File: src/rtl/branch_unit_pkg.sv
// Shared opcode values and decode types for the branch condition unit.
// Assumes the 6-bit opcode numbering of the host instruction set.
package branch_unit_pkg;

    localparam int OPC_W = 6;

    localparam logic [OPC_W-1:0] OP_BRZ   = 6'd3;
    localparam logic [OPC_W-1:0] OP_BEQ   = 6'd20;
    localparam logic [OPC_W-1:0] OP_BNE   = 6'd21;
    localparam logic [OPC_W-1:0] OP_BLT   = 6'd22;
    localparam logic [OPC_W-1:0] OP_BLE   = 6'd23;
    localparam logic [OPC_W-1:0] OP_BGT   = 6'd24;
    localparam logic [OPC_W-1:0] OP_BGE   = 6'd25;
    localparam logic [OPC_W-1:0] OP_BLTZ  = 6'd26;
    localparam logic [OPC_W-1:0] OP_BGTZ  = 6'd27;
    localparam logic [OPC_W-1:0] OP_BLEZ  = 6'd28;
    localparam logic [OPC_W-1:0] OP_BGEZ  = 6'd29;
    localparam logic [OPC_W-1:0] OP_BNZ   = 6'd30;
    localparam logic [OPC_W-1:0] OP_JCON  = 6'd31;
    localparam logic [OPC_W-1:0] OP_JREG  = 6'd32;
    localparam logic [OPC_W-1:0] OP_HALT  = 6'd33;

    // Kind of control transfer selected by the opcode.
    typedef enum logic [2:0] {
        FLOW_SEQ,
        FLOW_COND,
        FLOW_JCONST,
        FLOW_JREG,
        FLOW_HALT
    } flow_e;

    // Relation tested on the flags of A - B.
    typedef enum logic [2:0] {
        REL_EQ,
        REL_NE,
        REL_LT,
        REL_LE,
        REL_GT,
        REL_GE
    } rel_e;

    typedef struct packed {
        flow_e flow;
        rel_e  rel;
        logic  vs_zero;
    } decode_t;

endpackage

File: src/rtl/branch_decode.sv
// Opcode decoder: maps an opcode to a flow kind, a relation and whether
// the second operand is forced to zero. Assumes package opcode numbering.
module branch_decode
    import branch_unit_pkg::*;
#(
    parameter int OP_W = OPC_W
) (
    input  logic [OP_W-1:0] opcode_i,
    output decode_t         dec_o
);

    // Table lookup from opcode to decoded control fields.
    always_comb begin
        dec_o.flow    = FLOW_SEQ;
        dec_o.rel     = REL_EQ;
        dec_o.vs_zero = 1'b0;
        case (opcode_i)
            OP_BRZ:  begin dec_o.flow = FLOW_COND; dec_o.rel = REL_EQ; dec_o.vs_zero = 1'b1; end
            OP_BEQ:  begin dec_o.flow = FLOW_COND; dec_o.rel = REL_EQ; end
            OP_BNE:  begin dec_o.flow = FLOW_COND; dec_o.rel = REL_NE; end
            OP_BLT:  begin dec_o.flow = FLOW_COND; dec_o.rel = REL_LT; end
            OP_BLE:  begin dec_o.flow = FLOW_COND; dec_o.rel = REL_LE; end
            OP_BGT:  begin dec_o.flow = FLOW_COND; dec_o.rel = REL_GT; end
            OP_BGE:  begin dec_o.flow = FLOW_COND; dec_o.rel = REL_GE; end
            OP_BLTZ: begin dec_o.flow = FLOW_COND; dec_o.rel = REL_LT; dec_o.vs_zero = 1'b1; end
            OP_BGTZ: begin dec_o.flow = FLOW_COND; dec_o.rel = REL_GT; dec_o.vs_zero = 1'b1; end
            OP_BLEZ: begin dec_o.flow = FLOW_COND; dec_o.rel = REL_LE; dec_o.vs_zero = 1'b1; end
            OP_BGEZ: begin dec_o.flow = FLOW_COND; dec_o.rel = REL_GE; dec_o.vs_zero = 1'b1; end
            OP_BNZ:  begin dec_o.flow = FLOW_COND; dec_o.rel = REL_NE; dec_o.vs_zero = 1'b1; end
            OP_JCON: dec_o.flow = FLOW_JCONST;
            OP_JREG: dec_o.flow = FLOW_JREG;
            OP_HALT: dec_o.flow = FLOW_HALT;
            default: dec_o.flow = FLOW_SEQ;
        endcase
    end

endmodule

File: src/rtl/branch_compare.sv
// Compare unit: subtracts B from A, derives zero, sign and overflow
// flags, and resolves the requested signed relation from those flags only.
// Assumes two's-complement operands of DATA_W bits.
module branch_compare
    import branch_unit_pkg::*;
#(
    parameter int DATA_W = 8
) (
    input  logic [DATA_W-1:0] a_i,
    input  logic [DATA_W-1:0] b_i,
    input  rel_e              rel_i,
    output logic              hit_o
);

    localparam int MSB = DATA_W - 1;

    logic [DATA_W-1:0] diff;
    logic              flag_z;
    logic              flag_s;
    logic              flag_v;

    // Form the difference and its three status flags.
    always_comb begin
        diff   = a_i - b_i;
        flag_z = (diff == '0);
        flag_s = diff[MSB];
        flag_v = (a_i[MSB] != b_i[MSB]) && (diff[MSB] != a_i[MSB]);
    end

    // Pick the relation outcome from the flags.
    always_comb begin
        case (rel_i)
            REL_EQ:  hit_o = flag_z;
            REL_NE:  hit_o = !flag_z;
            REL_LT:  hit_o = flag_s ^ flag_v;
            REL_LE:  hit_o = flag_z || (flag_s ^ flag_v);
            REL_GT:  hit_o = !flag_z && (flag_s == flag_v);
            REL_GE:  hit_o = (flag_s == flag_v);
            default: hit_o = 1'b0;
        endcase
    end

endmodule

File: src/rtl/branch_target.sv
// Target selector: builds the sequential, relative, absolute-constant,
// register and hold candidates and picks one by flow kind and outcome.
// Assumes PC arithmetic wraps modulo 2**PC_W.
module branch_target
    import branch_unit_pkg::*;
#(
    parameter int PC_W   = 8,
    parameter int OFFS_W = 4,
    parameter int CABS_W = 8
) (
    input  logic [PC_W-1:0]   pc_i,
    input  logic [PC_W-1:0]   rj_i,
    input  logic [OFFS_W-1:0] offs_i,
    input  logic [CABS_W-1:0] cabs_i,
    input  flow_e             flow_i,
    input  logic              hit_i,
    output logic [PC_W-1:0]   next_pc_o,
    output logic              taken_o
);

    logic [PC_W-1:0] offs_ext;
    logic [PC_W-1:0] abs_fit;
    logic [PC_W-1:0] seq_pc;
    logic [PC_W-1:0] rel_pc;

    // Widen or trim the absolute constant to the PC width.
    generate
        if (CABS_W >= PC_W) begin : g_abs_trim
            assign abs_fit = cabs_i[PC_W-1:0];
        end else begin : g_abs_pad
            assign abs_fit = {{(PC_W-CABS_W){1'b0}}, cabs_i};
        end
    endgenerate

    // Sign-extend the relative offset and form both adders.
    always_comb begin
        offs_ext = {{(PC_W-OFFS_W){offs_i[OFFS_W-1]}}, offs_i};
        seq_pc   = pc_i + {{(PC_W-1){1'b0}}, 1'b1};
        rel_pc   = pc_i + offs_ext;
    end

    // Choose the next PC and the taken flag.
    always_comb begin
        next_pc_o = seq_pc;
        taken_o   = 1'b0;
        case (flow_i)
            FLOW_COND: begin
                next_pc_o = hit_i ? rel_pc : seq_pc;
                taken_o   = hit_i;
            end
            FLOW_JCONST: begin
                next_pc_o = abs_fit;
                taken_o   = 1'b1;
            end
            FLOW_JREG: begin
                next_pc_o = rj_i;
                taken_o   = 1'b1;
            end
            FLOW_HALT: next_pc_o = pc_i;
            default:   next_pc_o = seq_pc;
        endcase
    end

endmodule

File: src/rtl/branch_unit.sv
// Branch condition and next-PC unit (top). Splits the instruction into
// opcode, offset and absolute constant, resolves the condition, and
// returns the next PC. Purely combinational; the register select fields
// are resolved upstream and only their values arrive here.
module branch_unit
    import branch_unit_pkg::*;
#(
    parameter int DATA_W  = 8,
    parameter int OP_W    = OPC_W,
    parameter int RSEL_W  = 2,
    parameter int OFFS_W  = 4,
    parameter int INSTR_W = OP_W + 3 * RSEL_W + OFFS_W
) (
    input  logic [INSTR_W-1:0] instr_i,
    input  logic [DATA_W-1:0]  pc_i,
    input  logic [DATA_W-1:0]  rj_i,
    input  logic [DATA_W-1:0]  rk_i,
    output logic [DATA_W-1:0]  next_pc_o,
    output logic               taken_o
);

    localparam int OPC_LSB = INSTR_W - OP_W;
    localparam int DST_LSB = OPC_LSB - RSEL_W;
    localparam int CABS_W  = DST_LSB;

    logic [OP_W-1:0]   opcode;
    logic [OFFS_W-1:0] offs;
    logic [CABS_W-1:0] cabs;
    logic [DATA_W-1:0] cmp_b;
    logic              hit;
    logic              unused_dst;
    decode_t           dec;

    // Slice the instruction fields.
    always_comb begin
        opcode     = instr_i[INSTR_W-1:OPC_LSB];
        offs       = instr_i[OFFS_W-1:0];
        cabs       = instr_i[CABS_W-1:0];
        unused_dst = ^instr_i[OPC_LSB-1:DST_LSB];
    end

    // Second operand is zero for the compare-with-zero forms.
    always_comb begin
        cmp_b = dec.vs_zero ? '0 : rk_i;
    end

    branch_decode #(
        .OP_W (OP_W)
    ) u_dec (
        .opcode_i (opcode),
        .dec_o    (dec)
    );

    branch_compare #(
        .DATA_W (DATA_W)
    ) u_cmp (
        .a_i   (rj_i),
        .b_i   (cmp_b),
        .rel_i (dec.rel),
        .hit_o (hit)
    );

    branch_target #(
        .PC_W   (DATA_W),
        .OFFS_W (OFFS_W),
        .CABS_W (CABS_W)
    ) u_tgt (
        .pc_i      (pc_i),
        .rj_i      (rj_i),
        .offs_i    (offs),
        .cabs_i    (cabs),
        .flow_i    (dec.flow),
        .hit_i     (hit),
        .next_pc_o (next_pc_o),
        .taken_o   (taken_o)
    );

endmodule

File: config.mk
export PLATFORM = sky130hd
export DESIGN_NAME = branch_unit
export DESIGN_NICKNAME = d
export VERILOG_FILES = /design/src/rtl/branch_unit_pkg.sv /design/src/rtl/branch_decode.sv /design/src/rtl/branch_compare.sv /design/src/rtl/branch_target.sv /design/src/rtl/branch_unit.sv
export SDC_FILE = /design/constraint.sdc
export NUM_CORES = 1
export LEC_CHECK = 0
export BUFFER_PORTS_ARGS = -buffer_cell sky130_fd_sc_hd__buf_2
export CAP_MARGIN = 20
export CORE_MARGIN = 2
export CORE_UTILIZATION = 54
export DETAILED_ROUTE_END_ITERATION = 8
export GPL_TIMING_DRIVEN = 0
export PLACE_DENSITY_LB_ADDON = 0.15
export SETUP_SLACK_MARGIN = 0.5
export SLEW_MARGIN = 0
export SYNTH_ARGS = -nofsm -noshare
export SYNTH_HDL_FRONTEND = slang
export SYNTH_SLANG_ARGS = --single-unit
File: constraint.sdc
create_clock -name vclk -period 7.05
set_input_delay 1.41 -clock vclk [all_inputs]
set_output_delay 1.41 -clock vclk [all_outputs]
set_load 0.02 [all_outputs]
Word level (Yosys, flattened, before mapping)
Index checks and enable logic that the tools add are counted.
{"block": "word_totals", "wordCells": 53, "register_bits": 0, "output_inout_bits": 9}
{"block": "classes", "n_mux": 8, "n_eq_ne": 27, "n_addsub": 3, "reduce_logical": 14, "bitwise": 1}
{"operator": "$eq A6 B5 Y1 const B", "count": 12}
{"operator": "$pmux W8 S4", "count": 1}
{"operator": "$mux W8", "count": 2}
{"operator": "$pmux W3 S5", "count": 1}
{"operator": "$eq A3 B2 Y1 const B", "count": 4}
{"operator": "$eq A6 B6 Y1 const B", "count": 2}
{"operator": "$pmux W3 S4", "count": 1}
{"operator": "$reduce_or A12 Y1", "count": 1}
{"operator": "$reduce_or A2 Y1", "count": 6}
{"operator": "$eq A3 B3 Y1 const B", "count": 3}
{"operator": "$add A8 B1 Y8 const B", "count": 1}
{"operator": "$add A8 B8 Y8", "count": 1}
{"operator": "$logic_not A8 Y1", "count": 1}
{"operator": "$sub A8 B8 Y8", "count": 1}
{"operator": "$eq A3 B1 Y1 const B", "count": 2}
{"operator": "$eq A6 B2 Y1 const B", "count": 1}
{"operator": "$pmux W1 S6", "count": 1}
{"operator": "$reduce_or A6 Y1", "count": 1}
{"operator": "$logic_not A3 Y1", "count": 1}
{"operator": "$logic_and A1 B1 Y1", "count": 2}
{"operator": "$ne A1 B1 Y1", "count": 2}
{"operator": "$pmux W1 S2", "count": 1}
{"operator": "$eq A1 B1 Y1", "count": 1}
{"operator": "$logic_not A1 Y1", "count": 1}
{"operator": "3 further kinds", "count": 3}

Depth between registers and ports, before layout
{"block": "logic_depth", "ltp_word": 12, "mapped_depth": 22}

Modules after synthesis
Synthesis repeated with hierarchy kept, for this count alone.
{"block": "unflattened", "hier_cells": 238, "hier_area_um2": 1636.6}
{"mod": "branch_target", "seq_area_each_um2": 0.0, "n_inst": 1, "area_each_um2": 898.4, "cells_per_inst": 133}
{"mod": "branch_compare", "seq_area_each_um2": 0.0, "n_inst": 1, "area_each_um2": 444.2, "cells_per_inst": 59}
{"mod": "branch_decode", "seq_area_each_um2": 0.0, "n_inst": 1, "area_each_um2": 244.0, "cells_per_inst": 38}
{"mod": "branch_unit", "seq_area_each_um2": 0.0, "n_inst": 1, "area_each_um2": 50.0, "cells_per_inst": 8}

Worst setup path before layout
OpenSTA, ideal clock, no wires.
{"block": "synth_path", "kind": "in2out", "start": "in instr_i[13]", "end": "out next_pc_o[0]", "arrival_ns": 5.363, "n_path_buf": 2, "slack_ns": 0.277, "stages": 19, "path_cell_list": "buf_2 > nor4b_2 > o21ai_0 > a21o_1 > nand2_1 > ha_1 > nor2b_1 > o31a_2 > o31a_2 > nor2_1 > nor2_1 > nor2_1 > fa_1 > nand4_1 > or4_4 > or4_4 > buf_6 > and3_4 > o31ai_2"}
{"block": "synth_between", "elab_chain_cells": 12}
{"item": "start: declaration", "line_no": "branch_unit.sv:14", "source": "input logic [INSTR_W-1:0] instr_i,"}
{"item": "$eq A6 B2 Y1 / $eq A6 B5 Y1 (equally long branches)", "line_no": "branch_decode.sv:17", "source": "case (opcode_i)"}
{"item": "$reduce_or A6 Y1 (no source line)"}
{"item": "$mux W1", "line_no": "branch_decode.sv:17"}
{"item": "$mux W8", "line_no": "branch_unit.sv:44", "source": "cmp_b = dec.vs_zero ? '0 : rk_i;"}
{"item": "$sub A8 B8 Y8", "line_no": "branch_compare.sv:24", "source": "diff = a_i - b_i;"}
{"item": "$ne A1 B1 Y1", "line_no": "branch_compare.sv:27", "source": "flag_v = (a_i[MSB] != b_i[MSB]) && (diff[MSB] != a_i[MSB]);"}
{"item": "$logic_and A1 B1 Y1", "line_no": "branch_compare.sv:27"}
{"item": "$eq A1 B1 Y1 / $xor A1 B1 Y1 (equally long branches)"}
{"item": "$logic_and A1 B1 Y1 / $logic_or A1 B1 Y1 (equally long branches)", "line_no": "branch_compare.sv:37, branch_compare.sv:36"}
{"item": "$pmux W1 S6", "line_no": "branch_compare.sv:32", "source": "case (rel_i)"}
{"item": "$mux W8", "line_no": "branch_target.sv:48", "source": "next_pc_o = hit_i ? rel_pc : seq_pc;"}
{"item": "$pmux W8 S4 *", "line_no": "branch_target.sv:46", "source": "case (flow_i)"}
{"item": "end: declaration", "line_no": "branch_unit.sv:18", "source": "output logic [DATA_W-1:0] next_pc_o,"}
Every way passes the cells marked *; elsewhere a longest branch is shown, timed or not.

Worst setup path after layout
{"block": "layout_path", "start": "in instr_i[13]", "end": "out next_pc_o[1]"}
The elaborated chain is that of the path after synthesis.

==> impl_metrics.py <==
metrics = {
    "timing": {
        "fin_crit_sh_pct": 99.6,
        "hold_violations": 0,
        "whs_ps": 3190,
        "grt_setup_unrepaired": "true",
        "setup_violations": 0,
        "period_needed_ps": 7020,
        "clock.fmax_mhz": 142,
        "worst_pin_slew_ps": 899,
        "maxSlewViolCount": 0,
        "slew_headroom_pct": 39.6,
    },
    "worst_setup_path": {
        "crit_family": "simple AND/OR/NAND/NOR gates",
        "path_cells": "buf_6, buf_6, nor4b_4, o21ai_1, a21o_2, nand2_2, ha_4, nor2b_4, o31a_2, o31a_2, nor2_1, nor2_1, nor2_1, fa_2, nand4_1, or4_4, or4_4, buf_6, a31oi_4, o221ai_2, buf_2",
        "critPathMaxStageDelay_ps": 530,
        "critical_path.endpoint_type": "output pin",
        "crit_required_ps": 5640,
        "path_max_fanout": 7,
        "cp_slowest_cell": "or4_4",
        "path_buf_inv": 4,
        "cp_data_arrival_time_ps": 5610,
        "criticalPathCategory": "input pin to output pin",
        "cp-start-kind": "input pin",
    },
    "route": {
        "vias": 1740,
        "drtIter0Drc": 55,
        "drt.antenna.violating_nets": 0,
        "drtPass1Iterations": 6,
        "drc_errors": 0,
        "wire_per_inst_um": 15.6,
        "viasPerCell": 6.17,
        "wl_um": 4390,
    },
    "grt": {
        "grt_pass1_vias": 1506,
        "grt_max_degree": 11,
        "grt_pass1_wl_um": 6550,
        "overflow": 0,
        "antenna_found_initial": 0,
        "track_usage_pct": 29.5,
    },
    "power": {
        "pwr-share-clk_pct": 0,
        "p_per_area_nw_per_um2": 82.7,
        "combPwrFrac_pct": 100.0,
        "p_int_w": 0.0000754,
        "p_sw_w": 0.0000872,
        "vdd_drop_max_v": 0.0000635,
        "sw_frac_of_total_pct": 53.6,
        "p_leak_nw": 0.867,
        "p_seq_share_pct": 0,
    },
    "finish": {
        "nets": 312,
        "drive_above_1_share_pct": 38.9,
        "post_layout_nonfiller_instances": 282,
        "seq_cells": 0,
        "layout_common_cells": "43 x buf_2, 21 x nor2_1, 13 x a21oi_1, 11 x buf_4, 11 x nand2_1",
        "n_clock_buffer": 0,
        "antenna_cells": 0,
        "syn_to_final_growth_pct": 41.7,
        "seq_area_sq_um": 0,
        "final_common_cell": "buf_2",
    },
    "yosys": {
        "synth_cell_types": 57,
        "ys_seq_area_share_pct": 0,
        "yosys_warnings": 0,
        "syn_area_sq_um": 1390,
        "synth_fp_nets": 254,
        "avgSynthCellArea_sq_um": 7.08,
        "synth_cells": 196,
    },
    "cts": {
        "cts_hold_buf": 0,
    },
    "flow_run": {
        "cap_violations": 0,
    },
    "status": {
        "outcome": "completed",
    },
    "placement": {
        "dpl.cell_count": 273,
        "portBuffers": 47,
        "dp_hpwl_um": 3200,
        "gp_congestion": 0.885,
    },
    "floorplanning": {
        "initial_core_util_pct": 56.5,
        "core_area_sq_um": 2450,
        "die_area_sq_um": 2990,
        "fp.dieH_um": 54.7,
        "dieWidth_um": 54.7,
        "num_rows": 18,
        "io_pins": 49,
    },
    "min_path": {
        "holdCritPathClass": "input pin to output pin",
    },
}
==> path summary, 6_finish.rpt <==
check	from	end	slack, ps	depth (start not counted)
hold / removal	rj_i[0]	next_pc_o[0]	3190	4
setup / recovery	instr_i[13]	next_pc_o[1]	30	21
==> power by group through the flow <==
stage                     combinational (W)  sequential (W)  clock (W)
after floorplan                    0.000102               0          0
after global placement             0.000138               0          0
after detailed placement           0.000141               0          0
after CTS                          0.000151               0          0
after global routing               0.000178               0          0
final                              0.000163               0          0
==> tightest hold or removal path, stage by stage <==
cell      delay, ps
buf_2            90
a221oi_1        110
o31ai_4          60
buf_6           110
==> cells in the mapped netlist, drive strengths merged, types with 3 or more instances <==
| cell | n | share of area (%) |
|---|---|---|
| o31ai | 4 | 2.9 |
| a21oi | 14 | 5.3 |
| nand4 | 4 | 1.8 |
| xor2 | 6 | 3.8 |
| nor2 | 22 | 6.1 |
| o31a | 3 | 2.2 |
| nand2 | 14 | 3.8 |
| and3b | 3 | 1.9 |
| a31oi | 3 | 1.4 |
| nor3 | 8 | 2.9 |
| o21ai | 7 | 2.5 |
| nand2b | 3 | 1.4 |
| ha | 15 | 14 |
| nand3 | 6 | 2.2 |
| nor2b | 5 | 2.3 |
| inv | 10 | 2.7 |
| xnor2 | 9 | 5.7 |
| a222oi | 5 | 3.6 |
| buf | 7 | 2.9 |
| a21boi | 4 | 2.2 |
| o21a | 3 | 1.6 |
| fa | 3 | 4.3 |
| a21o | 4 | 2.2 |
==> logic make-up (layout without fill, tap and decap cells) <==
kind of cell | Yosys count | in the layout | synth area share, %
AOI/OAI and AO/OA | 64 | 64 | 34.0
xor gates and xnor gates | 15 | 15 | 9.47
adders and majority gates | 18 | 18 | 17.9
buffers and inverters | 19 | 75 | 6.22
muxes | 2 | 2 | 1.53
and+or+nand+nor | 78 | 78 | 30.9
==> repair_timing <==
action | in CTS | in global routing
setup buffers | 8 | 1
pin swaps | 5 | 3
resized for setup | 14 | 13
hold endpoints to repair | 0 | 0
endpoints found under the setup margin | 9 | 9
==> stage by stage <==
| step | util [%] | cell area, sq um | total power [W] | setup slack (ps) | setup TNS [ps] |
|---|---|---|---|---|---|
| after floorplan | - | 1490 | 0.000102 | 437 | 0 |
| after CTS | 76.5 | 1880 | 0.000151 | 90.0 | 0 |
| after global routing | 80.1 | 1970 | 0.000178 | -81.3 | -328 |
| final | 80.1 | 1970 | 0.000163 | 26.2 | 0 |
| after global placement | 71.9 | 1770 | 0.000138 | -75.8 | -239 |
| after detailed placement | 71.9 | 1770 | 0.000141 | -144 | -649 |
==> layer usage <==
metal	track usage [%]	vias up	wire, um
met3	0.546	2	206
met1	39.4	806	1950
met5	0	-	0
li1	-	867	-
met4	7.92	0	18
met2	51.4	65	2210
==> area by class of cell <==
| class | instances | area [sq um] |
|---|---|---|
| fillers | 198 | 489 |
| plain buffers | 9 | 65.1 |
| repair buffers | 56 | 337 |
| well taps | 30 | 37.5 |
| inverters | 10 | 37.5 |
| multi-input cells | 177 | 1490 |
No activity file was read; power rests on OpenSTA's default activity.
